<file path="config.mk">
export PLATFORM = sky130hd
export DESIGN_NAME = spi_err_status
export DESIGN_NICKNAME = d
export VERILOG_FILES = /design/src/rtl/spi_err_pkg.sv /design/src/rtl/spi_err_sync.sv /design/src/rtl/spi_err_frame.sv /design/src/rtl/spi_err_flag.sv /design/src/rtl/spi_err_status.sv
export SDC_FILE = /design/constraint.sdc
export NUM_CORES = 1
export LEC_CHECK = 0
export CORE_MARGIN = 1.5
export CORE_UTILIZATION = 45
export DETAILED_ROUTE_END_ITERATION = 6
export PLACE_DENSITY = 0.71
export SLEW_MARGIN = 20
export SYNTH_ARGS = -nofsm -noshare
export SYNTH_HDL_FRONTEND = slang
export SYNTH_SLANG_ARGS = --single-unit
</file>
<file path="constraint.sdc">
create_clock -name clk -period 3.05 [get_ports clk]
set_input_delay 0.4575 -clock clk [delete_from_list [all_inputs] [get_ports clk]]
set_output_delay 0.4575 -clock clk [all_outputs]
set_load 0.05 [all_outputs]
</file>
<file path="src/rtl/spi_err_pkg.sv">
package spi_err_pkg;
  // Status register bit positions (software decodes these)
  localparam int MF_BIT = 2;
  localparam int OV_BIT = 0;
  // Flag vector indices inside the block
  localparam int MF_IDX = 1;
  localparam int OV_IDX = 0;
  localparam int NFLAG  = 2;
endpackage

</file>
<file path="src/rtl/spi_err_sync.sv">
module spi_err_sync #(
  parameter int W      = 1,
  parameter int STAGES = 2
) (
  input  logic         clk,
  input  logic         rst,
  input  logic [W-1:0] d,
  output logic [W-1:0] q
);
  logic [STAGES-1:0][W-1:0] stg;

  always_ff @(posedge clk) begin
    if (rst) begin
      stg <= '0;
    end else begin
      stg[0] <= d;
      for (int i = 1; i < STAGES; i++) stg[i] <= stg[i-1];
    end
  end

  assign q = stg[STAGES-1];
endmodule

</file>
<file path="src/rtl/spi_err_frame.sv">
module spi_err_frame #(
  parameter int MIN_LEN = 8,
  parameter int MAX_LEN = 32,
  parameter int LEN_W   = 6
) (
  input  logic               clk,
  input  logic               rst,
  input  logic               slave,
  input  logic               mf_en,
  input  logic               sel_high,
  input  logic [LEN_W-1:0]   frame_len,
  input  logic [LEN_W-1:0]   rx_room,
  input  logic               sck_s,
  input  logic               sel_s,
  input  logic               mosi_s,
  output logic               mf_ev,
  output logic               ov_ev,
  output logic               rx_valid,
  output logic [MAX_LEN-1:0] rx_word
);
  logic [LEN_W-1:0]   len_eff, cnt_q;
  logic               sck_d, act, act_q, rise, last_edge;
  logic [MAX_LEN-1:0] sh_q, sh_nx, mask;

  always_comb begin
    if (frame_len < LEN_W'(MIN_LEN))      len_eff = LEN_W'(MIN_LEN);
    else if (frame_len > LEN_W'(MAX_LEN)) len_eff = LEN_W'(MAX_LEN);
    else                                  len_eff = frame_len;
  end

  assign act       = slave & (sel_s == sel_high);
  assign rise      = sck_s & ~sck_d;
  assign last_edge = act & rise & (cnt_q == len_eff - LEN_W'(1));
  assign sh_nx     = {sh_q[MAX_LEN-2:0], mosi_s};
  assign mask      = {MAX_LEN{1'b1}} >> (LEN_W'(MAX_LEN) - len_eff);

  // Release of select mid-frame
  assign mf_ev = slave & mf_en & act_q & ~act & (cnt_q != '0);
  // Frame end without room for a whole word
  assign ov_ev = last_edge & (rx_room < len_eff);

  always_ff @(posedge clk) begin
    if (rst) begin
      sck_d    <= 1'b0;
      act_q    <= 1'b0;
      cnt_q    <= '0;
      sh_q     <= '0;
      rx_valid <= 1'b0;
      rx_word  <= '0;
    end else begin
      sck_d    <= sck_s;
      act_q    <= act;
      rx_valid <= last_edge;
      if (!act) begin
        cnt_q <= '0;
      end else if (rise) begin
        sh_q  <= sh_nx;
        cnt_q <= last_edge ? '0 : cnt_q + LEN_W'(1);
      end
      if (last_edge) rx_word <= sh_nx & mask;
    end
  end
endmodule

</file>
<file path="src/rtl/spi_err_flag.sv">
module spi_err_flag (
  input  logic clk,
  input  logic rst,
  input  logic set_ev,
  input  logic rd_hit,
  input  logic wr_hit,
  input  logic wr_bit,
  output logic flag
);
  logic armed;

  // Priority: new error, then armed clear, then arming read
  always_ff @(posedge clk) begin
    if (rst) begin
      flag  <= 1'b0;
      armed <= 1'b0;
    end else if (set_ev) begin
      flag  <= 1'b1;
      armed <= 1'b0;
    end else if (wr_hit && !wr_bit && armed) begin
      flag  <= 1'b0;
      armed <= 1'b0;
    end else if (rd_hit && flag) begin
      armed <= 1'b1;
    end
  end
endmodule

</file>
<file path="src/rtl/spi_err_status.sv">
module spi_err_status
  import spi_err_pkg::*;
#(
  parameter int MIN_LEN = 8,
  parameter int MAX_LEN = 32,
  parameter int LEN_W   = 6,
  parameter int ADDR_W  = 4,
  parameter int DATA_W  = 8,
  parameter logic [ADDR_W-1:0] STAT_ADDR = 4'h3
) (
  input  logic               clk,
  input  logic               rst,
  input  logic               cfg_slave,
  input  logic               cfg_mf_en,
  input  logic               cfg_sel_high,
  input  logic [LEN_W-1:0]   cfg_frame_len,
  input  logic [LEN_W-1:0]   rx_room,
  input  logic               spi_sck,
  input  logic               spi_sel,
  input  logic               spi_mosi,
  input  logic               bus_rd,
  input  logic               bus_wr,
  input  logic [ADDR_W-1:0]  bus_addr,
  input  logic [DATA_W-1:0]  bus_wdata,
  output logic [DATA_W-1:0]  bus_rdata,
  output logic               err_irq,
  output logic               rx_valid,
  output logic [MAX_LEN-1:0] rx_word
);
  localparam int SYNC_W = 3;

  logic [SYNC_W-1:0] pins_s;
  logic              mf_ev, ov_ev, rd_hit, wr_hit;
  logic [NFLAG-1:0]  set_ev, wbit, flag_q;
  logic              mf_flag, ov_flag;
  logic [DATA_W-1:0] stat;
  wire               unused_wdata = ^bus_wdata;

  spi_err_sync #(.W(SYNC_W), .STAGES(2)) u_sync (
    .clk (clk),
    .rst (rst),
    .d   ({spi_sck, spi_sel, spi_mosi}),
    .q   (pins_s)
  );

  spi_err_frame #(.MIN_LEN(MIN_LEN), .MAX_LEN(MAX_LEN), .LEN_W(LEN_W)) u_frame (
    .clk       (clk),
    .rst       (rst),
    .slave     (cfg_slave),
    .mf_en     (cfg_mf_en),
    .sel_high  (cfg_sel_high),
    .frame_len (cfg_frame_len),
    .rx_room   (rx_room),
    .sck_s     (pins_s[2]),
    .sel_s     (pins_s[1]),
    .mosi_s    (pins_s[0]),
    .mf_ev     (mf_ev),
    .ov_ev     (ov_ev),
    .rx_valid  (rx_valid),
    .rx_word   (rx_word)
  );

  assign rd_hit = bus_rd & (bus_addr == STAT_ADDR);
  assign wr_hit = bus_wr & (bus_addr == STAT_ADDR);

  always_comb begin
    set_ev         = '0;
    wbit           = '0;
    set_ev[MF_IDX] = mf_ev;
    set_ev[OV_IDX] = ov_ev;
    wbit[MF_IDX]   = bus_wdata[MF_BIT];
    wbit[OV_IDX]   = bus_wdata[OV_BIT];
  end

  for (genvar g = 0; g < NFLAG; g++) begin : g_flag
    spi_err_flag u_flag (
      .clk    (clk),
      .rst    (rst),
      .set_ev (set_ev[g]),
      .rd_hit (rd_hit),
      .wr_hit (wr_hit),
      .wr_bit (wbit[g]),
      .flag   (flag_q[g])
    );
  end

  assign mf_flag = flag_q[MF_IDX];
  assign ov_flag = flag_q[OV_IDX];

  always_comb begin
    stat         = '0;
    stat[MF_BIT] = mf_flag;
    stat[OV_BIT] = ov_flag;
  end

  always_ff @(posedge clk) begin
    if (rst) begin
      bus_rdata <= '0;
      err_irq   <= 1'b0;
    end else begin
      bus_rdata <= rd_hit ? stat : '0;
      err_irq   <= |flag_q;
    end
  end
endmodule

</file>
After elaboration in Yosys (flattened, before gate mapping):

Index checks and enable logic that the tools add are counted.

* register bits: 91
* bits in latches: 0
* bits in writable memories: 0
* ROM bits: 0
* input bits: 34
* logic and storage cells: 64
* memories kept: 0

* add/subtract/negate cells: 3
* $mul: 0
* div/mod/pow operators: 0
* $lt $le $gt $ge: 3
* eq/ne operators: 3
* shift operators: 1
* muxes and demuxes: 7
* bitwise gates (word level): 15
* reductions and logical operators: 17

Operators by type and width (number)
* bitwise AND 32 bit: 1
* >> shifter 32 x 6 -> 32 bit, first input constant: 1
* 2-to-1 mux 6 bit: 3
* bitwise AND 1 bit: 11
* adder 6 x 1 -> 6 bit, second input constant: 1
* equality test 6 bit: 1
* > comparator 6 bit, second input constant: 1
* logical AND 1 bit: 6
* < comparator 6 x 4 -> 1 bit, second input constant: 1
* < comparator 6 bit: 1
* nonzero test 6 bit: 1
* OR reduction 2 bit: 3
* OR reduction 3 bit: 2
* subtractor 6 x 1 -> 6 bit, second input constant: 1
* subtractor 6 bit, first input constant: 1
* equality test 4 x 2 -> 1 bit, second input constant: 1
* 2-to-1 mux 1 bit: 4
* nonzero test 2 bit: 2
* inverter 1 bit: 3
* zero test 1 bit: 2
* AND reduction 2 bit: 1
* equality test 1 bit: 1

Logic depth before layout (Yosys ltp):

Gate-level depths: netlist (run 1).

* word-level depth: 8
* mapped depth: 10
* mapped depth without buffers: 9

Cells and area by module:

Synthesis (run 1) repeated with hierarchy kept, for this count alone.

* cells, all modules: 486
* area total of the unflattened synthesis: 4046.4 um2

Modules (own cells, without submodules)
* spi_err_frame: instances 1, cells an instance 433, area an instance 3500.9 um2, seq. area each 1441.4 um2
* spi_err_flag: instances 2, cells an instance 9, area an instance 97.6 um2, seq. area each 40.0 um2
* spi_err_sync: instances 1, cells an instance 15, area an instance 180.2 um2, seq. area each 120.1 um2
* spi_err_status: instances 1, cells an instance 20, area an instance 170.2 um2, seq. area each 60.1 um2

Worst setup path before layout (run 1):

No wires, ideal clock.

* path type: in2reg
* from: input port cfg_frame_len[4]
* to: register u_frame.rx_word[10]
* setup time: 0.123 ns
* data arrival time: 2.420 ns
* data required time: 2.927 ns
* path slack: 0.508 ns
* stages on the path: 9
* path buffers: 1
* cell sequence: o21ba_2 nand2_1 ha_1 or3b_2 a21oi_1 clkbuf_1 a21oi_1 o21ai_0 mux2i_1

* word-level cells in the longest chain between the ends: 6
* elaborated cells on any way between the ends: 10
* classes of those cells: add/sub: 2; order compare: 2; eq/ne: 1; shift: 1; mux: 2; bitwise: 2

Ends and longest elaborated chain
* start, declared: RTL line spi_err_status.sv:16 `input logic [LEN_W-1:0] cfg_frame_len,`
* > comparator 6 bit: RTL line spi_err_frame.sv:27 `else if (frame_len > LEN_W'(MAX_LEN)) len_eff = LEN_W'(MAX_LEN);`
* 2-to-1 mux 6 bit: RTL line spi_err_frame.sv:27
* 2-to-1 mux 6 bit (*): RTL line spi_err_frame.sv:26 `if (frame_len < LEN_W'(MIN_LEN)) len_eff = LEN_W'(MIN_LEN);`
* subtractor 6 bit or subtractor 6 x 1 -> 6 bit (tied branches): RTL line spi_err_frame.sv:35, spi_err_frame.sv:33
* >> shifter 32 x 6 -> 32 bit or equality test 6 bit (tied branches): RTL line spi_err_frame.sv:35, spi_err_frame.sv:33
* bitwise AND 32 bit or bitwise AND 1 bit (tied branches): RTL line spi_err_frame.sv:60, spi_err_frame.sv:33
* end signal, assigned: RTL line spi_err_frame.sv:60 `if (last_edge) rx_word <= sh_nx & mask;`
* end, declared: RTL line spi_err_frame.sv:19 `output logic [MAX_LEN-1:0] rx_word`

Mark *: on every way between the ends. The rest lies on a longest branch, timed or not.
A chain may end at the register's enable or synchronous reset.

Worst setup path after layout (run 1):

Same ends and word-level chain as after synthesis.

==> results of run 1 <==
synth_stat cells (all sizes together), types with 10 or more instances:
cell type and count:
nand2b 22, nand3 10, o31ai 13, a21oi 58, clkbuf 22, inv 23
dfxtp 85, ha 12, nand2 76, buf 16, nor2b 16, nand4 16
mux2i 21
critical path, cell delays in order:
cell,delay [ns]
sky130_fd_sc_hd__clkdlybuf4s50_1,0.45
sky130_fd_sc_hd__o21ba_2,0.25
sky130_fd_sc_hd__nand2_1,0.17
sky130_fd_sc_hd__ha_1,0.25
sky130_fd_sc_hd__nor4b_1,0.42
sky130_fd_sc_hd__nor3_1,0.14
sky130_fd_sc_hd__or2_2,0.31
sky130_fd_sc_hd__and4_1,0.22
sky130_fd_sc_hd__buf_12,0.17
sky130_fd_sc_hd__mux2i_1,0.14
power by group:
part	total [mW]	internal (mW)	leakage, nW	switching [mW]
clock	1.01	0.557	0.126	0.449
sequential	1.12	1.11	0.686	0.00175
combinational	0.243	0.0960	0.928	0.147
per-layer routing:
layer | up-vias | wire length (µm) | track usage
met4 | 0 | 127 | 0.0637
met3 | 12 | 429 | 0.0353
met5 | - | 0 | 0
met2 | 94 | 4600 | 0.342
met1 | 1663 | 4590 | 0.277
li1 | 1757 | - | -
path summary, 6_finish.rpt:
check,start,end,slack [ns],cells after the start
worst min register to register,u_sync.stg[0],u_sync.q[0],0.45,1
worst min-delay path,u_sync.stg[0],u_sync.q[0],0.45,1
worst max register to register,u_sync.q[2],u_frame.rx_word[10],1.01,6
worst max-delay path,cfg_frame_len[4],u_frame.rx_word[10],0.29,10
area by class of cell:
type / count / area share
Clock inverter: 7 / 0.0254
Tap cell: 108 / 0.0268
Multi-Input combinational cell: 335 / 0.408
Clock buffer: 9 / 0.0246
Inverter: 23 / 0.0172
Sequential cell: 85 / 0.338
Timing Repair Buffer: 85 / 0.160
sequential cells by signal (all words and copies together), names as in the netlist:
signal	count
g_flag.u_flag.flag	2
bus_rdata	2
u_frame.sh_q	31
u_sync.stg	3
u_frame.sck_d	1
u_frame.act_q	1
err_irq	1
u_frame.rx_word	32
u_frame.cnt_q	6
u_sync.q	3
u_frame.rx_valid	1
g_flag.u_flag.armed	2
through the flow:
step | power, mW | setup slack, ns | hold WS, ns | utilization
6_report | 2.36 | 0.295 | 0.446 | 0.580
5_1_grt | 2.45 | 0.158 | 0.468 | 0.580
4_1_cts | 2.37 | 0.299 | 0.450 | 0.580
3_5_place_dp | 1.38 | 0.0485 | 0.429 | 0.551
3_3_place_gp | 1.38 | 0.110 | 0.418 | 0.551
2_1_floorplan | 1.29 | 0.508 | 0.414 | -
cells by family after synthesis:
group,Yosys count,synth area share
simple gates,179,0.226
compound gates,106,0.164
flops,85,0.423
buf+inv,61,0.0697
mux,21,0.0523
fa+ha+maj,12,0.0374
xor+xnor,11,0.0258
other cells,1,0.000933
==> impl_table.tex, run 1 <==
\begin{tabular}{lr}
\hline
Metric & Value \\
\hline
\multicolumn{2}{l}{\textbf{STA}} \\
Setup total negative slack & 0 ns \\
Fmax & approximately 360 MHz \\
Least-Margin Pin Slew & 0.530 ns \\
Minimum period implied by the final worst setup slack & $\sim$2.8 ns \\
Max-slew violations & 0 \\
Fraction of the cycle the final worst path needs & 0.903 \\
Unrepaired setup endpoints after global routing & false \\
Worst slew margin relative to its limit & 0.646 \\
Number of setup violations in the final report & 0 \\
Hold violation count in the final report & 0 \\
Fin Clk Skew & 0.00768 ns \\
\multicolumn{2}{l}{\textbf{Logic synthesis}} \\
Synth top area share & 0.423 \\
Avg Synthesized Cell Area & 8.44 µm² \\
Warning count from the yosys run & 0 \\
Post-synthesis instance area & 4020 µm² \\
Cell type with the highest aggregate area in the netlist & sky130\_fd\_sc\_hd\_\_dfxtp\_1 \\
Post-Synthesis Cells & 476 \\
Proportion of register bits with asynchronous set or reset after synthesis & 0 \\
Biggest area contributors in the synthesized netlist & sky130\_fd\_sc\_hd\_\_dfxtp\_1, sky130\_fd\_sc\_hd\_\_a21oi\_1, sky130\_fd\_sc\_hd\_\_nand2\_1 \\
Sequential area share after synthesis & 0.423 \\
Top flip-flop cell by instance count after synthesis & sky130\_fd\_sc\_hd\_\_dfxtp\_1 \\
Number of synthesized flops with an enable pin & 0 \\
Synth cell types & 55 \\
Flop and latch count out of synthesis & 85 \\
\multicolumn{2}{l}{\textbf{Routing}} \\
Detailed Routing Iterations Pass 1 & 5 \\
Routed WL per cell & 15.0 µm \\
Detailed router's first-iteration violation count & 218 \\
Number of vias per cell & 5.41 \\
\# DRC & 0 \\
Routed via count & 3,526 \\
Antenna viol nets, final & 0 \\
Routed WL & 9750 µm \\
\multicolumn{2}{l}{\textbf{Critical path}} \\
Critical Setup Path Class & input pin to register \\
Type of element capturing the critical path & register \\
Worst-path fanout max & 25 \\
Kind of launch point of the worst setup path & input pin \\
Data arrival time of the worst path & between 3 and 4 ns \\
Data required time of the worst path & around 3.3 ns \\
\multicolumn{2}{l}{\textbf{Run}} \\
Max-cap violations & 0 \\
\multicolumn{2}{l}{\textbf{Placed design}} \\
Number of placed instances with taps included & 636 \\
Post-DP HPWL & 6790 µm \\
Port Buf Inserts & 63 \\
RD Place Congestion & 0.863 \\
Instance area at placement & roughly 4800 µm² \\
\multicolumn{2}{l}{\textbf{Cells and area}} \\
P\&R area growth vs syn & 25.2\% \\
Fraction of layout instances using a drive strength above 1 & 0.0846 \\
Most frequent standard cell in the layout excluding fill and tap cells & sky130\_fd\_sc\_hd\_\_dfxtp\_1 \\
Final nets & 585 \\
Cell Count, Final, Fillers Out & 652 \\
Layout fillers & 785 \\
Final antenna diode count & 0 \\
Post-route cell area & 5030 µm² \\
Area of combinational cells with multiple inputs & 2060 µm² \\
Commonest cells after routing, fill and taps aside & sky130\_fd\_sc\_hd\_\_dfxtp\_1, sky130\_fd\_sc\_hd\_\_nand2\_1, sky130\_fd\_sc\_hd\_\_clkdlybuf4s50\_1 \\
Register area & about 1700 µm² \\
\multicolumn{2}{l}{\textbf{Power and ir drop}} \\
Maximum vdd ir drop & 0.413 mV \\
Leakage power summed over all cells & 1.74 nW \\
Ratio of total power to cell area & 470 nW/µm² \\
\multicolumn{2}{l}{\textbf{GRT}} \\
Via count of the first global-routing pass & 3,296 \\
Total GRT Usage & 0.207 \\
Initial antenna violation count & 0 \\
Pin count of the biggest net entering global routing & 38 \\
First-pass GRT wire length & roughly 16,000 µm \\
Aggregate global routing overflow & 0 \\
\multicolumn{2}{l}{\textbf{Floorplan}} \\
Die height & 97.5 µm \\
Top-level I/O count & 76 \\
Standard-cell rows & 34 \\
Core region area & 8680 µm² \\
Initial Util & 0.463 \\
Die width & 97.5 µm \\
Full die area & 9510 µm² \\
\multicolumn{2}{l}{\textbf{Clock network}} \\
CTS-repair resized insts & 0 \\
Post-CTS Hold Fix Bufs & 0 \\
CTS max path bufs & 2 \\
Clock tree root driver cell & sky130\_fd\_sc\_hd\_\_clkbuf\_8 \\
Clock Sink Count & 85 \\
Post-CTS setup repair buffer count & 0 \\
TritonCTS buffer count & 9 \\
TritonCTS clock tree & yes \\
Clock slew at the register clock pins of the worst setup and hold paths & $\sim$0.09 ns \\
Clock network latency to the later pin of the worst-skew pair & 0.37 ns \\
Level count of the clock H-tree & 3 \\
\multicolumn{2}{l}{\textbf{Run status}} \\
Run status & completed \\
\multicolumn{2}{l}{\textbf{Min path}} \\
Hold crit path type & register to register \\
\hline
\end{tabular}
No activity file was read; power rests on OpenSTA's default activity.
==> run 2, diff against run 1 <==
- CTS_CLUSTER_SIZE: unset -> 20
- DONT_BUFFER_PORTS: unset -> 1
- PLACE_DENSITY: 0.71 -> unset
==> impl_table.tex, run 2 (synthesized netlist as in run 1, its figures left out) <==
\begin{tabular}{lr}
\hline
Metric & Value \\
\hline
\multicolumn{2}{l}{\textbf{STA}} \\
Worst slew margin relative to its limit & 0.610 (-0.0360) \\
Hold violation count in the final report & 0 (unchanged) \\
Fin Clk Skew & 0.00956 ns (+0.00187 ns) \\
Minimum period implied by the final worst setup slack & 2.19 ns (-0.568 ns) \\
Fraction of the cycle the final worst path needs & 0.717 (-0.186) \\
Least-Margin Pin Slew & 0.583 ns (+0.0525 ns) \\
Number of setup violations in the final report & 0 (unchanged) \\
Unrepaired setup endpoints after global routing & false \\
Setup total negative slack & 0 ns (unchanged) \\
Fmax & 457 MHz (+26\%) \\
Max-slew violations & 0 (unchanged) \\
\multicolumn{2}{l}{\textbf{Critical path}} \\
Type of element capturing the critical path & register \\
Critical path's slowest cell & sky130\_fd\_sc\_hd\_\_o22ai\_1 \\
Kind of launch point of the worst setup path & input pin \\
Count of buffer and inverter cells on the critical path & 1 (-1) \\
Worst-path fanout max & 9 (-64\%) \\
Critical Setup Path Class & input pin to register \\
Crit path largest cell delay & 0.41 ns (-0.04 ns) \\
Data arrival time of the worst path & 2.48 ns (-0.53 ns) \\
Sequence of cells on the critical path & o21ba\_2 -> nand2\_1 -> ha\_1 -> nor4b\_1 -> nor3\_1 -> o22ai\_1 -> clkbuf\_4 -> o31ai\_1 -> a21oi\_1 \\
Worst path top cell family by delay & compound AO/OA/AOI/OAI gates \\
Data required time of the worst path & 3.35 ns (+0.05 ns) \\
\multicolumn{2}{l}{\textbf{Routing}} \\
Number of vias per cell & 5.48 (+1.3\%) \\
Routed WL per cell & 15.6 µm (+4.5\%) \\
\# DRC & 0 (unchanged) \\
Detailed Routing Iterations Pass 1 & 4 (-1) \\
Detailed router's first-iteration violation count & 139 (-36\%) \\
Routed WL & 9080 µm (-6.9\%) \\
Routed via count & 3,184 (-9.7\%) \\
Antenna viol nets, final & 0 (unchanged) \\
\multicolumn{2}{l}{\textbf{Clock network}} \\
TritonCTS clock tree & yes \\
Level count of the clock H-tree & 3 (unchanged) \\
Post-CTS Hold Fix Bufs & 0 (unchanged) \\
Clock network latency to the later pin of the worst-skew pair & 0.36 ns (about the same) \\
Post-CTS setup repair buffer count & 0 (unchanged) \\
Clock tree root driver cell & sky130\_fd\_sc\_hd\_\_clkbuf\_8 \\
CTS max path bufs & 2 (unchanged) \\
Clock Sink Count & 85 (unchanged) \\
TritonCTS buffer count & 9 (unchanged) \\
CTS-repair resized insts & 0 (unchanged) \\
Clock slew at the register clock pins of the worst setup and hold paths & 0.09 ns (about the same) \\
\multicolumn{2}{l}{\textbf{Power and ir drop}} \\
Maximum vdd ir drop & 0.183 mV (-56\%) \\
Ratio of total power to cell area & 475 nW/µm² (+1.0\%) \\
Leakage power summed over all cells & 1.43 nW (-18\%) \\
\multicolumn{2}{l}{\textbf{Run}} \\
Max-cap violations & 0 (unchanged) \\
\multicolumn{2}{l}{\textbf{Cells and area}} \\
Post-route cell area & 4270 µm² (-15\%) \\
Layout fillers & 891 (+14\%) \\
Most flop-heavy register & u\_frame.rx\_word \\
Fraction of layout instances using a drive strength above 1 & 0.0782 (-0.00633) \\
Number of flip-flops in the largest register & 32 (unchanged) \\
P\&R area growth vs syn & 6.20\% \\
Most frequent standard cell in the layout excluding fill and tap cells & sky130\_fd\_sc\_hd\_\_dfxtp\_1 \\
Final antenna diode count & 0 (unchanged) \\
Commonest cells after routing, fill and taps aside & sky130\_fd\_sc\_hd\_\_dfxtp\_1, sky130\_fd\_sc\_hd\_\_nand2\_1, sky130\_fd\_sc\_hd\_\_a21oi\_1 \\
Largest registers & u\_frame.rx\_word x32, u\_frame.sh\_q x31, u\_frame.cnt\_q x6 \\
Final nets & 514 (-12\%) \\
\multicolumn{2}{l}{\textbf{GRT}} \\
Total GRT Usage & 0.196 (-0.0117) \\
Via count of the first global-routing pass & 2,990 (-9.3\%) \\
Aggregate global routing overflow & 0 (unchanged) \\
Initial antenna violation count & 0 (unchanged) \\
Pin count of the biggest net entering global routing & 88 (+130\%) \\
First-pass GRT wire length & 14,900 µm (-7.0\%) \\
\multicolumn{2}{l}{\textbf{Placed design}} \\
Post-DP HPWL & 6250 µm (-8.0\%) \\
RD Place Congestion & 0.815 (-5.6\%) \\
Instance area at placement & 4070 µm² (-15\%) \\
Port Buf Inserts & 0 (-100\%) \\
\multicolumn{2}{l}{\textbf{Floorplan}} \\
Standard-cell rows & 34 (unchanged) \\
Top-level I/O count & 76 (unchanged) \\
Initial Util & 0.463 (unchanged) \\
Die height & 97.5 µm (unchanged) \\
Full die area & 9510 µm² (unchanged) \\
Core region area & 8680 µm² (unchanged) \\
Die width & 97.5 µm (unchanged) \\
\multicolumn{2}{l}{\textbf{Min path}} \\
Hold crit path type & input pin to register \\
\multicolumn{2}{l}{\textbf{Run status}} \\
Run status & completed \\
\hline
\end{tabular}
[run 2: cell types whose count changed in the layout (fill, tap and decap cells not counted)]
cell / delta
sky130_fd_sc_hd__clkdlybuf4s50_1: -62
sky130_fd_sc_hd__buf_4: -9
sky130_fd_sc_hd__bufinv_16: -3
sky130_fd_sc_hd__clkbuf_4: +2
sky130_fd_sc_hd__clkinvlp_4: +2
sky130_fd_sc_hd__buf_12: -1
sky130_fd_sc_hd__buf_2: -1
sky130_fd_sc_hd__clkbuf_8: +1
sky130_fd_sc_hd__clkinv_2: +1
sky130_fd_sc_hd__clkinv_4: +1
sky130_fd_sc_hd__inv_6: -1
sky130_fd_sc_hd__inv_8: -1
[run 2: path summary, 6_finish.rpt]
kind                     from             endpoint  slack (ns)  cells after the start
max reg2reg       u_sync.q[2]  u_frame.rx_word[15]        0.88                      8
min reg2reg     u_sync.stg[1]          u_sync.q[1]        0.44                      1
max          cfg_frame_len[4]   u_frame.rx_word[3]        0.86                      9
min                       rst          u_sync.q[1]        0.16                      1
[run 2: worst register-to-register path, stage by stage, from the launching register on]
cell and delay (ns):
sky130_fd_sc_hd__dfxtp_1 0.32, sky130_fd_sc_hd__nor2b_1 0.13, sky130_fd_sc_hd__buf_4 0.16, sky130_fd_sc_hd__and3_1 0.15, sky130_fd_sc_hd__buf_4 0.32, sky130_fd_sc_hd__o211ai_1 0.34
sky130_fd_sc_hd__clkbuf_4 0.29, sky130_fd_sc_hd__o31ai_1 0.25, sky130_fd_sc_hd__a21oi_1 0.09
[run 2: layout make-up]
cell class / count / area [µm²] / area share
Multi-Input combinational cell: 335 / 2060 / 0.482
Sequential cell: 85 / 1700 / 0.399
Clock buffer: 10 / 138 / 0.0322
Tap cell: 108 / 135 / 0.0317
Timing Repair Buffer: 14 / 105 / 0.0246
Inverter: 23 / 86.3 / 0.0202
Clock inverter: 6 / 46.3 / 0.0108
[run 2: stage by stage]
step	total power, mW	utilization	worst slack [ns]	hold WS (ns)	std cells
floorplan	1.29	-	0.508	0.414	481
global placement	1.31	0.469	0.390	0.419	563
detailed placement	1.31	0.469	0.290	0.426	563
CTS	2.05	0.490	0.698	0.140	579
global route	2.11	0.492	0.656	0.140	581
finish	2.03	0.492	0.863	0.161	581
[run 2: layer usage]
| metal | vias to the layer above | global-route usage | part of all wire | wire length (µm) |
|---|---|---|---|---|
| met5 | - | 0 | 0 | 0 |
| met4 | 0 | 0.0846 | 0.022 | 197 |
| met3 | 15 | 0.0417 | 0.050 | 452 |
| met2 | 70 | 0.304 | 0.45 | 4050 |
| met1 | 1487 | 0.262 | 0.48 | 4370 |
| li1 | 1612 | - | - | - |
[run 2: report_power, final]
group	internal, mW	switching, mW	total, mW
registers	1.11	0.00185	1.12
logic	0.0573	0.115	0.172
clock network	0.322	0.416	0.738
